<file path="src/rtl/cmpspill_pkg.sv">
package cmpspill_pkg;

  typedef enum logic [0:0] {
    SEQ_IDLE = 1'b0,
    SEQ_XFER = 1'b1
  } seq_state_e;

endpackage

</file>
<file path="src/rtl/cmpspill_rst_sync.sv">
module cmpspill_rst_sync #(
  parameter int STAGES = 2
) (
  input  logic clk,
  input  logic rst_n,
  output logic rst_n_sync
);

  logic [STAGES-1:0] chain_q;

  always_ff @(posedge clk or negedge rst_n) begin
    if (!rst_n) chain_q <= '0;
    else        chain_q <= {chain_q[STAGES-2:0], 1'b1};
  end

  assign rst_n_sync = chain_q[STAGES-1];

endmodule

</file>
<file path="src/rtl/cmpspill_lsb.sv">
module cmpspill_lsb #(
  parameter int N = 16,
  localparam int IW = $clog2(N)
) (
  input  logic [N-1:0]  vec,
  output logic          found,
  output logic [IW-1:0] idx
);

  logic [N-1:0] below;
  logic [N-1:0] onehot;

  assign below[0]  = 1'b0;
  assign onehot[0] = vec[0];

  for (genvar g = 1; g < N; g++) begin : g_chain
    assign below[g]  = below[g-1] | vec[g-1];
    assign onehot[g] = vec[g] & ~below[g];
  end

  always_comb begin
    idx = '0;
    for (int i = 0; i < N; i++) begin
      if (onehot[i]) idx = idx | IW'(i);
    end
  end

  assign found = |vec;

endmodule

</file>
<file path="src/rtl/cmpspill_pick.sv">
module cmpspill_pick #(
  parameter int NREGS = 16,
  localparam int IDX_W = $clog2(NREGS)
) (
  input  logic [NREGS-1:0] pend,
  output logic             has0,
  output logic [IDX_W-1:0] idx0,
  output logic             has1,
  output logic [IDX_W-1:0] idx1,
  output logic [NREGS-1:0] rest
);

  logic [NREGS-1:0] after_first;
  logic [NREGS-1:0] clr0;
  logic [NREGS-1:0] clr1;

  cmpspill_lsb #(.N(NREGS)) u_first (
    .vec   (pend),
    .found (has0),
    .idx   (idx0)
  );

  assign clr0        = {{(NREGS-1){1'b0}}, has0} << idx0;
  assign after_first = pend & ~clr0;

  cmpspill_lsb #(.N(NREGS)) u_second (
    .vec   (after_first),
    .found (has1),
    .idx   (idx1)
  );

  assign clr1 = {{(NREGS-1){1'b0}}, has1} << idx1;
  assign rest = after_first & ~clr1;

endmodule

</file>
<file path="src/rtl/cmpspill_pack.sv">
module cmpspill_pack #(
  parameter int CREG_W = 16,
  localparam int WORD_W = 2 * CREG_W
) (
  input  logic              xfer,
  input  logic              load_mode,
  input  logic              mem_ready,
  input  logic              has0,
  input  logic              has1,
  input  logic [CREG_W-1:0] rd0,
  input  logic [CREG_W-1:0] rd1,
  input  logic [WORD_W-1:0] rdata,
  output logic [WORD_W-1:0] wdata,
  output logic              we0,
  output logic              we1,
  output logic [CREG_W-1:0] wd0,
  output logic [CREG_W-1:0] wd1
);

  logic [CREG_W-1:0] upper_src;

  // odd tail: the upper half of the last stored word is forced to zero
  assign upper_src = has1 ? rd1 : '0;
  assign wdata     = load_mode ? '0 : {upper_src, rd0};

  assign we0 = xfer & load_mode & mem_ready & has0;
  assign we1 = we0 & has1;
  assign wd0 = rdata[CREG_W-1:0];
  assign wd1 = rdata[WORD_W-1:CREG_W];

endmodule

</file>
<file path="src/rtl/cmpspill_ctrl.sv">
module cmpspill_ctrl
  import cmpspill_pkg::*;
#(
  parameter int NREGS  = 16,
  parameter int ADDR_W = 32,
  parameter int WORD_W = 32,
  localparam int STEP  = WORD_W / 8
) (
  input  logic              clk,
  input  logic              rst_n,
  input  logic              start,
  input  logic              is_load,
  input  logic [NREGS-1:0]  reg_mask,
  input  logic [ADDR_W-1:0] base_addr,
  input  logic              mem_ready,
  input  logic [NREGS-1:0]  rest_mask,
  output logic [NREGS-1:0]  pend_mask,
  output logic [ADDR_W-1:0] addr,
  output logic              load_mode,
  output logic              xfer,
  output logic              done
);

  seq_state_e        st_q, st_d;
  logic [NREGS-1:0]  rem_q, rem_d;
  logic [ADDR_W-1:0] addr_q, addr_d;
  logic              load_q, load_d;
  logic              done_q, done_d;
  logic              rem_en, addr_en, load_en;

  always_comb begin
    st_d    = st_q;
    rem_d   = rem_q;
    addr_d  = addr_q;
    load_d  = load_q;
    done_d  = 1'b0;
    rem_en  = 1'b0;
    addr_en = 1'b0;
    load_en = 1'b0;
    unique case (st_q)
      SEQ_IDLE: begin
        if (start) begin
          load_en = 1'b1;
          addr_en = 1'b1;
          rem_en  = 1'b1;
          load_d  = is_load;
          addr_d  = base_addr;
          rem_d   = reg_mask;
          if (reg_mask == '0) done_d = 1'b1;
          else                st_d   = SEQ_XFER;
        end
      end
      SEQ_XFER: begin
        if (mem_ready) begin
          rem_en  = 1'b1;
          addr_en = 1'b1;
          rem_d   = rest_mask;
          addr_d  = addr_q + ADDR_W'(STEP);
          if (rest_mask == '0) begin
            st_d   = SEQ_IDLE;
            done_d = 1'b1;
          end
        end
      end
      default: st_d = SEQ_IDLE;
    endcase
  end

  always_ff @(posedge clk or negedge rst_n) begin
    if (!rst_n) begin
      st_q   <= SEQ_IDLE;
      done_q <= 1'b0;
    end else begin
      st_q   <= st_d;
      done_q <= done_d;
    end
  end

  always_ff @(posedge clk or negedge rst_n) begin
    if (!rst_n) begin
      rem_q  <= '0;
      addr_q <= '0;
      load_q <= 1'b0;
    end else begin
      if (rem_en)  rem_q  <= rem_d;
      if (addr_en) addr_q <= addr_d;
      if (load_en) load_q <= load_d;
    end
  end

  assign pend_mask = rem_q;
  assign addr      = addr_q;
  assign load_mode = load_q;
  assign xfer      = (st_q == SEQ_XFER);
  assign done      = done_q;

endmodule

</file>
<file path="src/rtl/cmpspill_seq.sv">
module cmpspill_seq #(
  parameter int NREGS  = 16,
  parameter int CREG_W = 16,
  parameter int ADDR_W = 32,
  localparam int IDX_W  = $clog2(NREGS),
  localparam int WORD_W = 2 * CREG_W
) (
  input  logic              clk,
  input  logic              rst_n,
  input  logic              start,
  input  logic              is_load,
  input  logic [NREGS-1:0]  reg_mask,
  input  logic [ADDR_W-1:0] base_addr,
  output logic              busy,
  output logic              done,
  output logic              mem_req,
  output logic              mem_we,
  output logic [ADDR_W-1:0] mem_addr,
  output logic [WORD_W-1:0] mem_wdata,
  input  logic [WORD_W-1:0] mem_rdata,
  input  logic              mem_ready,
  output logic [IDX_W-1:0]  rf_rd_idx0,
  input  logic [CREG_W-1:0] rf_rd_data0,
  output logic [IDX_W-1:0]  rf_rd_idx1,
  input  logic [CREG_W-1:0] rf_rd_data1,
  output logic              rf_we0,
  output logic [IDX_W-1:0]  rf_widx0,
  output logic [CREG_W-1:0] rf_wdata0,
  output logic              rf_we1,
  output logic [IDX_W-1:0]  rf_widx1,
  output logic [CREG_W-1:0] rf_wdata1
);

  logic             rst_n_int;
  logic [NREGS-1:0] pend_mask;
  logic [NREGS-1:0] rest_mask;
  logic             pick_has0;
  logic             pick_has1;
  logic [IDX_W-1:0] pick_idx0;
  logic [IDX_W-1:0] pick_idx1;
  logic             load_mode;
  logic             xfer;

  cmpspill_rst_sync #(.STAGES(2)) u_rst (
    .clk        (clk),
    .rst_n      (rst_n),
    .rst_n_sync (rst_n_int)
  );

  cmpspill_ctrl #(
    .NREGS  (NREGS),
    .ADDR_W (ADDR_W),
    .WORD_W (WORD_W)
  ) u_ctrl (
    .clk       (clk),
    .rst_n     (rst_n_int),
    .start     (start),
    .is_load   (is_load),
    .reg_mask  (reg_mask),
    .base_addr (base_addr),
    .mem_ready (mem_ready),
    .rest_mask (rest_mask),
    .pend_mask (pend_mask),
    .addr      (mem_addr),
    .load_mode (load_mode),
    .xfer      (xfer),
    .done      (done)
  );

  cmpspill_pick #(.NREGS(NREGS)) u_pick (
    .pend (pend_mask),
    .has0 (pick_has0),
    .idx0 (pick_idx0),
    .has1 (pick_has1),
    .idx1 (pick_idx1),
    .rest (rest_mask)
  );

  cmpspill_pack #(.CREG_W(CREG_W)) u_pack (
    .xfer      (xfer),
    .load_mode (load_mode),
    .mem_ready (mem_ready),
    .has0      (pick_has0),
    .has1      (pick_has1),
    .rd0       (rf_rd_data0),
    .rd1       (rf_rd_data1),
    .rdata     (mem_rdata),
    .wdata     (mem_wdata),
    .we0       (rf_we0),
    .we1       (rf_we1),
    .wd0       (rf_wdata0),
    .wd1       (rf_wdata1)
  );

  assign busy       = xfer;
  assign mem_req    = xfer;
  assign mem_we     = ~load_mode;
  assign rf_rd_idx0 = pick_idx0;
  assign rf_rd_idx1 = pick_idx1;
  assign rf_widx0   = pick_idx0;
  assign rf_widx1   = pick_idx1;

endmodule

</file>
<file path="config.mk">
export PLATFORM = sky130hd
export DESIGN_NAME = cmpspill_seq
export DESIGN_NICKNAME = d
export VERILOG_FILES = /design/src/rtl/cmpspill_pkg.sv /design/src/rtl/cmpspill_rst_sync.sv /design/src/rtl/cmpspill_lsb.sv /design/src/rtl/cmpspill_pick.sv /design/src/rtl/cmpspill_pack.sv /design/src/rtl/cmpspill_ctrl.sv /design/src/rtl/cmpspill_seq.sv
export SDC_FILE = /design/constraint.sdc
export NUM_CORES = 1
export LEC_CHECK = 0
export BUFFER_PORTS_ARGS = -buffer_cell sky130_fd_sc_hd__buf_2
export CORE_ASPECT_RATIO = 1.75
export CORE_UTILIZATION = 45
export CTS_CLUSTER_SIZE = 20
export DETAILED_ROUTE_END_ITERATION = 8
export PLACE_DENSITY = 0.82
export SYNTH_ARGS = -nofsm -noshare
export SYNTH_HDL_FRONTEND = slang
export SYNTH_SLANG_ARGS = --single-unit
export TNS_END_PERCENT = 10
</file>
<file path="constraint.sdc">
create_clock -name clk -period 7.4 [get_ports clk]
set_input_delay 1.11 -clock clk [delete_from_list [all_inputs] [get_ports clk]]
set_output_delay 1.11 -clock clk [all_outputs]
set_load 0.02 [all_outputs]
</file>
* Word-level counts from Yosys, hierarchy flattened
Index checks and enable logic that the tools add are counted.
Word-level totals: register bits after elaboration 53, input port bits 117, output and inout bits 118, logic and storage cells 167
Cells by class: add/subtract/negate cells 1, equal/unequal tests 2, shifts and indexed selects 2, mux-type cells 52, bitwise gates (word level) 98, reductions and logical operators 6
Operators with widths (number):
- $mux W32 | 3
- $mux W4 | 16
- $pmux W32 S2 | 1
- $mux W16 | 3
- $and A1 B1 Y1 | 34
- $add A32 B3 Y32 const B | 1
- $and A16 B16 Y16 | 2
- $logic_not A16 Y1 | 2
- $not A1 Y1 | 32
- $not A16 Y16 | 2
- $pmux W16 S2 | 1
- $reduce_or A16 Y1 | 2
- $shl A1 B4 Y16 | 2
- $or A1 B1 Y1 | 28
- $mux W3 | 8
- $mux W1 | 13
- $mux W2 | 4
- $pmux W1 S2 | 3
- $reduce_and A3 Y1 | 2
- $ne A2 B2 Y1 const B | 2

* Longest topological paths before layout
depth in word-level cells 44, depth in mapped cells 11, depth with buffers taken out 9

* Modules after synthesis
A second synthesis with hierarchy kept.
Second synthesis, totals: cells, all modules 540, area total of the unflattened synthesis 4494.3 sq um
By module, submodules not included:
- cmpspill_ctrl | instances 1, cells an instance 322, area each 2934.1 sq um, seq. area each 1276.2 sq um
- cmpspill_pick | instances 1, cells an instance 70, area each 509.2 sq um, seq. area each 0.0 sq um
- cmpspill_pack | instances 1, cells an instance 69, area each 486.7 sq um, seq. area each 0.0 sq um
- cmpspill_lsb at u_pick.u_first | instances 1, cells an instance 33, area each 224.0 sq um, seq. area each 0.0 sq um
- cmpspill_lsb at u_pick.u_second | instances 1, cells an instance 33, area each 215.2 sq um, seq. area each 0.0 sq um
- cmpspill_seq | instances 1, cells an instance 10, area each 71.3 sq um, seq. area each 0.0 sq um
- cmpspill_rst_sync | instances 1, cells an instance 3, area each 53.8 sq um, seq. area each 50.0 sq um

* Worst setup path after synthesis
No wires, ideal clock.
path kind reg2out, start point reg u_ctrl.rem_q[6], in the netlist u_ctrl.pend_mask[6], end point out rf_widx1[1], data arrival time 2.723 ns, required time 6.290 ns, setup slack 3.567 ns, cell stages (with the launch flop) 10, path buffers 2, cell sequence dfrtp_1 > buf_2 > or4_1 > nor2_4 > o2111ai_2 > a211o_1 > a21boi_4 > and3_1 > a41o_1 > buf_4
On the way: cells in the longest elaborated chain, start to end 32, elaborated cells on any way between the ends 86, classes of those cells shift (1); mux (24); bitwise (60); reduce/logical (1)
Ends and longest elaborated chain:
- start: declaration | RTL line cmpspill_ctrl.sv:25 | logic [NREGS-1:0] rem_q, rem_d;
- start signal: assignment | RTL line cmpspill_ctrl.sv:85 | if (rem_en) rem_q <= rem_d;
- $or A1 B1 Y1 | RTL line cmpspill_lsb.sv:17 | assign below[g] = below[g-1] | vec[g-1];
- $not A1 Y1 or $or A1 B1 Y1 (tied branches) | RTL line cmpspill_lsb.sv:18, cmpspill_lsb.sv:17
- $and A1 B1 Y1, or another cell as far along | RTL line cmpspill_lsb.sv:18 | assign onehot[g] = vec[g] & ~below[g];
- $mux W3, or another cell as far along | RTL line cmpspill_lsb.sv:24 | if (onehot[i]) idx = idx | IW'(i);
- $mux W4, or another cell as far along (6 in a row) | RTL line cmpspill_lsb.sv:24
- $mux W4 or $and A1 B1 Y1 (tied branches) | RTL line cmpspill_lsb.sv:24, cmpspill_lsb.sv:18
- $mux W4 | RTL line cmpspill_lsb.sv:24
- $shl A1 B4 Y16 | RTL line cmpspill_pick.sv:23 | assign clr0 = {{(NREGS-1){1'b0}}, has0} << idx0;
- (+6 left out)
- $mux W2 or $or A1 B1 Y1 (tied branches) | RTL line cmpspill_lsb.sv:24, cmpspill_lsb.sv:17
- $mux W3, or another cell as far along (3 in a row) | RTL line cmpspill_lsb.sv:24
- $mux W3 or $or A1 B1 Y1 (tied branches) | RTL line cmpspill_lsb.sv:24, cmpspill_lsb.sv:17
- $mux W4, or another cell as far along (3 in a row) | RTL line cmpspill_lsb.sv:24
- $mux W4 or $or A1 B1 Y1 (tied branches) | RTL line cmpspill_lsb.sv:24, cmpspill_lsb.sv:17
- $mux W4, or another cell as far along (2 in a row) | RTL line cmpspill_lsb.sv:24
- $mux W4 or $and A1 B1 Y1 (tied branches) | RTL line cmpspill_lsb.sv:24, cmpspill_lsb.sv:18
- $mux W4 * | RTL line cmpspill_lsb.sv:24
- end: declaration | RTL line cmpspill_seq.sv:30 | output logic [IDX_W-1:0] rf_widx1,
Mark *: on every way between the ends. The rest lies on a longest branch, timed or not.

* Worst setup path after layout
start point reg u_ctrl.rem_q[3], in the netlist u_ctrl.pend_mask[3], end point out mem_wdata[26]
On the way: cells in the longest elaborated chain, start to end 21, elaborated cells on any way between the ends 57, classes of those cells shift (1); mux (15); bitwise (39); reduce/logical (2)
Ends and longest elaborated chain:
- $or A1 B1 Y1 | RTL line cmpspill_lsb.sv:17
- $or A1 B1 Y1 or $not A1 Y1 (tied branches) | RTL line cmpspill_lsb.sv:17, cmpspill_lsb.sv:18
- $not A1 Y1, or another cell as far along | RTL line cmpspill_lsb.sv:18
- $and A1 B1 Y1, or another cell as far along | RTL line cmpspill_lsb.sv:18
- $mux W3, or another cell as far along (3 in a row) | RTL line cmpspill_lsb.sv:24
- $mux W4, or another cell as far along (6 in a row) | RTL line cmpspill_lsb.sv:24
- $mux W4 or $and A1 B1 Y1 (tied branches) | RTL line cmpspill_lsb.sv:24, cmpspill_lsb.sv:18
- $mux W4 | RTL line cmpspill_lsb.sv:24
- $shl A1 B4 Y16 | RTL line cmpspill_pick.sv:23
- $not A16 Y16 | RTL line cmpspill_pick.sv:24 | assign after_first = pend & ~clr0;
- $and A16 B16 Y16 * | RTL line cmpspill_pick.sv:24
- $reduce_or A16 Y1 * | RTL line cmpspill_lsb.sv:28 | assign found = |vec;
- $mux W16 * | RTL line cmpspill_pack.sv:23 | assign upper_src = has1 ? rd1 : '0;
- $mux W32 * | RTL line cmpspill_pack.sv:24 | assign wdata = load_mode ? '0 : {upper_src, rd0};
- end: declaration | RTL line cmpspill_seq.sv:19 | output logic [WORD_W-1:0] mem_wdata,
Marks and branches as above.

==> results by group <==
Run status
  • Status: complete, no violations

Synth
  • Simple-gate portion of the synthesized area: 0.282
  • Syn. warnings: 0
  • Mapped cell area: 4190 sq um
  • Largest family of logic cells by synthesized area: simple AND/OR/NAND/NOR gates
  • Cells after Synth: 539
  • Multiplexer share of the synthesized area: 0.00717
  • Main flop type after synthesis: dfrtp_1
  • Compound-gate portion of the synthesized area: 0.262
  • Synth Register Bits: 53
  • Post-Synth Adder-Cell Area: 0.00777
  • Asr flop ratio synth: 1.00
  • Synthesized area per cell: 7.77 sq um
  • Post-synth EDFFs: 0
  • Net count after synthesis: 657
  • XOR/XNOR Fraction of Synth Area: 0.00418
  • Sequential element share of the synthesized area: 0.317
  • Netlist cell types: 66

Finish
  • ANT cells: 0
  • Commonest non-fill, non-tap cell in the layout: buf_2
  • Area growth syn-to-layout: 17.8%
  • Design area: 4930 sq um
  • Commonest non-fill, non-tap cells in the layout: buf_2, nand2_1, nor2_1, dfrtp_1, a21oi_1
  • Nets: 768
  • Layout Cells excl Fill: 771
  • Share of layout cells above drive strength 1: 0.309

Timing
  • Post-layout min period: 4.66 ns
  • Final setup violation count: 0
  • Relative slew slack: 0.284
  • RSZ-0062 raised after global routing: false
  • Worst-margin pin slew: 1.07 ns
  • Setup ws final: 2.74 ns
  • Final Hold Viols: 0
  • Clock skew: 0.00480 ns
  • Max-slew violations: 0
  • Setup TNS: 0 ns
  • Final period utilization: 0.629
  • Maximum clock frequency: 215 MHz

Die
  • Die H: 130 microns
  • IO Count: 235
  • Die width: 74.9 microns
  • Die area: 9710 sq um
  • Core area: 9040 sq um
  • Initial Util: 0.463
  • Row Count: 46

Power and ir drop
  • P_leak: 2.28 nW
  • P_sw: 1.51 mW
  • Int Pwr: 1.21 mW
  • Reg power frac: 0.226
  • Part of the power in combinational logic: 0.682
  • Switch share: 0.555
  • Clock power frac: 0.092
  • Power density over cell area: 550 nW/um^2
  • VDD IR-drop max: 0.355 mV

Routing
  • Iter 0 DRT Violations: 339
  • ANT nets after route: 0
  • 1st-pass router iterations: 6
  • Wirelength per Cell: 17.2 microns
  • Vias per cell: 5.90
  • DRC viols: 0
  • Vias: 4547
  • Final wirelength: 13200 microns

Placement
  • Detail Placement HPWL: 10200 microns
  • Placer congestion estimate: 0.946
  • I/O Buffers: 170
  • Post-DP Area: 4770 sq um
  • Placement Setup Slack: 3.13 ns
  • Dpl cells: 763

CTS
  • Clock latency on the worst-skew pair: 0.30 ns
  • CTS H-tree lvls: 2
  • CTS tree: done
  • CTS resizes: 0
  • Deepest clock path buffer count: 2
  • Clk slew on worst S/H paths: 0.07 ns
  • Clk sinks: 53
  • Post-CTS setup buffers: 0
  • Post-CTS Hold Buffers: 0
  • CTS Buf Count: 5
  • CTS root buf: clkbuf_16

Setup path
  • Startpoint Class: flop
  • Critical Path Sink Type: output pin
  • Crit Path Category: flop to output pin
  • CP Data Arrival Time: 3.55 ns
  • Worst Path Max Fanout: 16
  • Worst Path Required: 6.29 ns

GRT
  • Pin count of the biggest net entering global routing: 52
  • Initial antenna violation count: 0
  • First-pass GRT wire length: 20400 microns
  • GRT overflow: 0
  • Vias in the first global route: 4396
  • Tot GR Track Use: 0.273

Worst hold path
  • Worst min path class: flop to flop

Flow run
  • Max-cap check violation count: 0
layout make-up:
class	instances	area (sq um)
Multi-Input combinational cell	402	2360
Inverter	13	48.8
Sequential cell	53	1330
Timing Repair Buffer	175	888
Tap cell	120	150
Clock inverter	1	5.00
Fill cell	851	4110
Clock buffer	7	153
cells in the mapped netlist (all sizes together) (3+ instances only):
| master | count | area, sq um |
|---|---|---|
| a21o | 5 | 40.0 |
| or4 | 3 | 30.0 |
| nor2b | 18 | 113 |
| nor3 | 22 | 115 |
| o22ai | 9 | 56.3 |
| or3 | 5 | 36.3 |
| nand2 | 57 | 214 |
| nor4 | 8 | 50.1 |
| and3 | 7 | 43.8 |
| o211ai | 5 | 37.5 |
| nand3 | 18 | 90.1 |
| a211oi | 18 | 135 |
| dfrtp | 53 | 1330 |
| a311oi | 8 | 70.1 |
| and2 | 19 | 119 |
| or2 | 4 | 25.0 |
| mux2i | 3 | 30.0 |
| nand4 | 13 | 81.3 |
| buf | 53 | 387 |
| a31oi | 6 | 37.5 |
| a211o | 3 | 26.3 |
| nand2b | 4 | 32.5 |
| o221ai | 3 | 26.3 |
| a21boi | 4 | 41.3 |
| a21oi | 39 | 195 |
| clkbuf | 18 | 67.6 |
| o21ai | 28 | 140 |
| nor2 | 55 | 214 |
| a221o | 5 | 50.1 |
| inv | 13 | 48.8 |
layer usage:
metal / vias up / part of all wire / track usage
met5: - / 0 / 0
met4: 0 / 0.052 / 0.185
li1: 2141 / - / -
met2: 219 / 0.53 / 0.486
met1: 2134 / 0.35 / 0.284
met3: 53 / 0.062 / 0.0397
power by group through the flow:
| stage | Sequential (mW) | Clock (mW) | Combinational, mW |
|---|---|---|---|
| final | 0.612 | 0.251 | 1.85 |
| after global routing | 0.633 | 0.260 | 2.03 |
| after CTS | 0.605 | 0.252 | 1.84 |
| after detailed placement | 0.609 | 0 | 1.83 |
| after global placement | 0.603 | 0 | 1.81 |
| after floorplan | 0.647 | 0 | 1.36 |
path summary, 6_finish.rpt:
path	cells past startpoint	slack (ns)	to	startpoint
max	9	2.74	mem_wdata[26]	u_ctrl.pend_mask[3]
min	0	0.36	u_rst.chain_q[1]	u_rst.chain_q[0]
max reg2reg	9	3.94	u_ctrl.xfer	u_ctrl.pend_mask[3]
min reg2reg	0	0.36	u_rst.chain_q[1]	u_rst.chain_q[0]
max in group asynchronous	1	6.59	u_ctrl.pend_mask[2]	u_rst.chain_q[1]
min in group asynchronous	1	0.37	u_ctrl.addr[28]	u_rst.chain_q[1]
worst max-delay path, cell delays in order, from the launching register on:
cell and delay [ns]:
dfrtp_1 0.50, nor4_1 0.48, o21ai_1 0.25, a22oi_1 0.51, nor4_1 0.13, a211oi_1 0.29
nor2_1 0.10, a21oi_1 0.62, and2_1 0.22, buf_2 0.16
flip-flops by register name, indices dropped and copies added (netlist names):
signal / cells
u_rst.chain_q: 2
u_ctrl.load_mode: 1
u_ctrl.pend_mask: 16
u_ctrl.addr: 32
u_ctrl.xfer: 1
u_ctrl.done: 1
logic make-up after synthesis:
family                     Yosys count
other                                1
and+or+nand+nor                    235
adders and majority gates            3
buffers and inverters               84
xor gates and xnor gates             2
muxes                                3
DFF                                 53
AOI/OAI and AO/OA                  158
through the flow:
stage | hold WS, ns | utilization | total power, mW
floorplan | 0.331 | - | 2.01
global placement | 0.337 | 0.528 | 2.41
detailed placement | 0.349 | 0.528 | 2.44
CTS | 0.365 | 0.546 | 2.70
global route | 0.365 | 0.546 | 2.92
finish | 0.360 | 0.546 | 2.71
No activity file was read; power rests on OpenSTA's default activity.
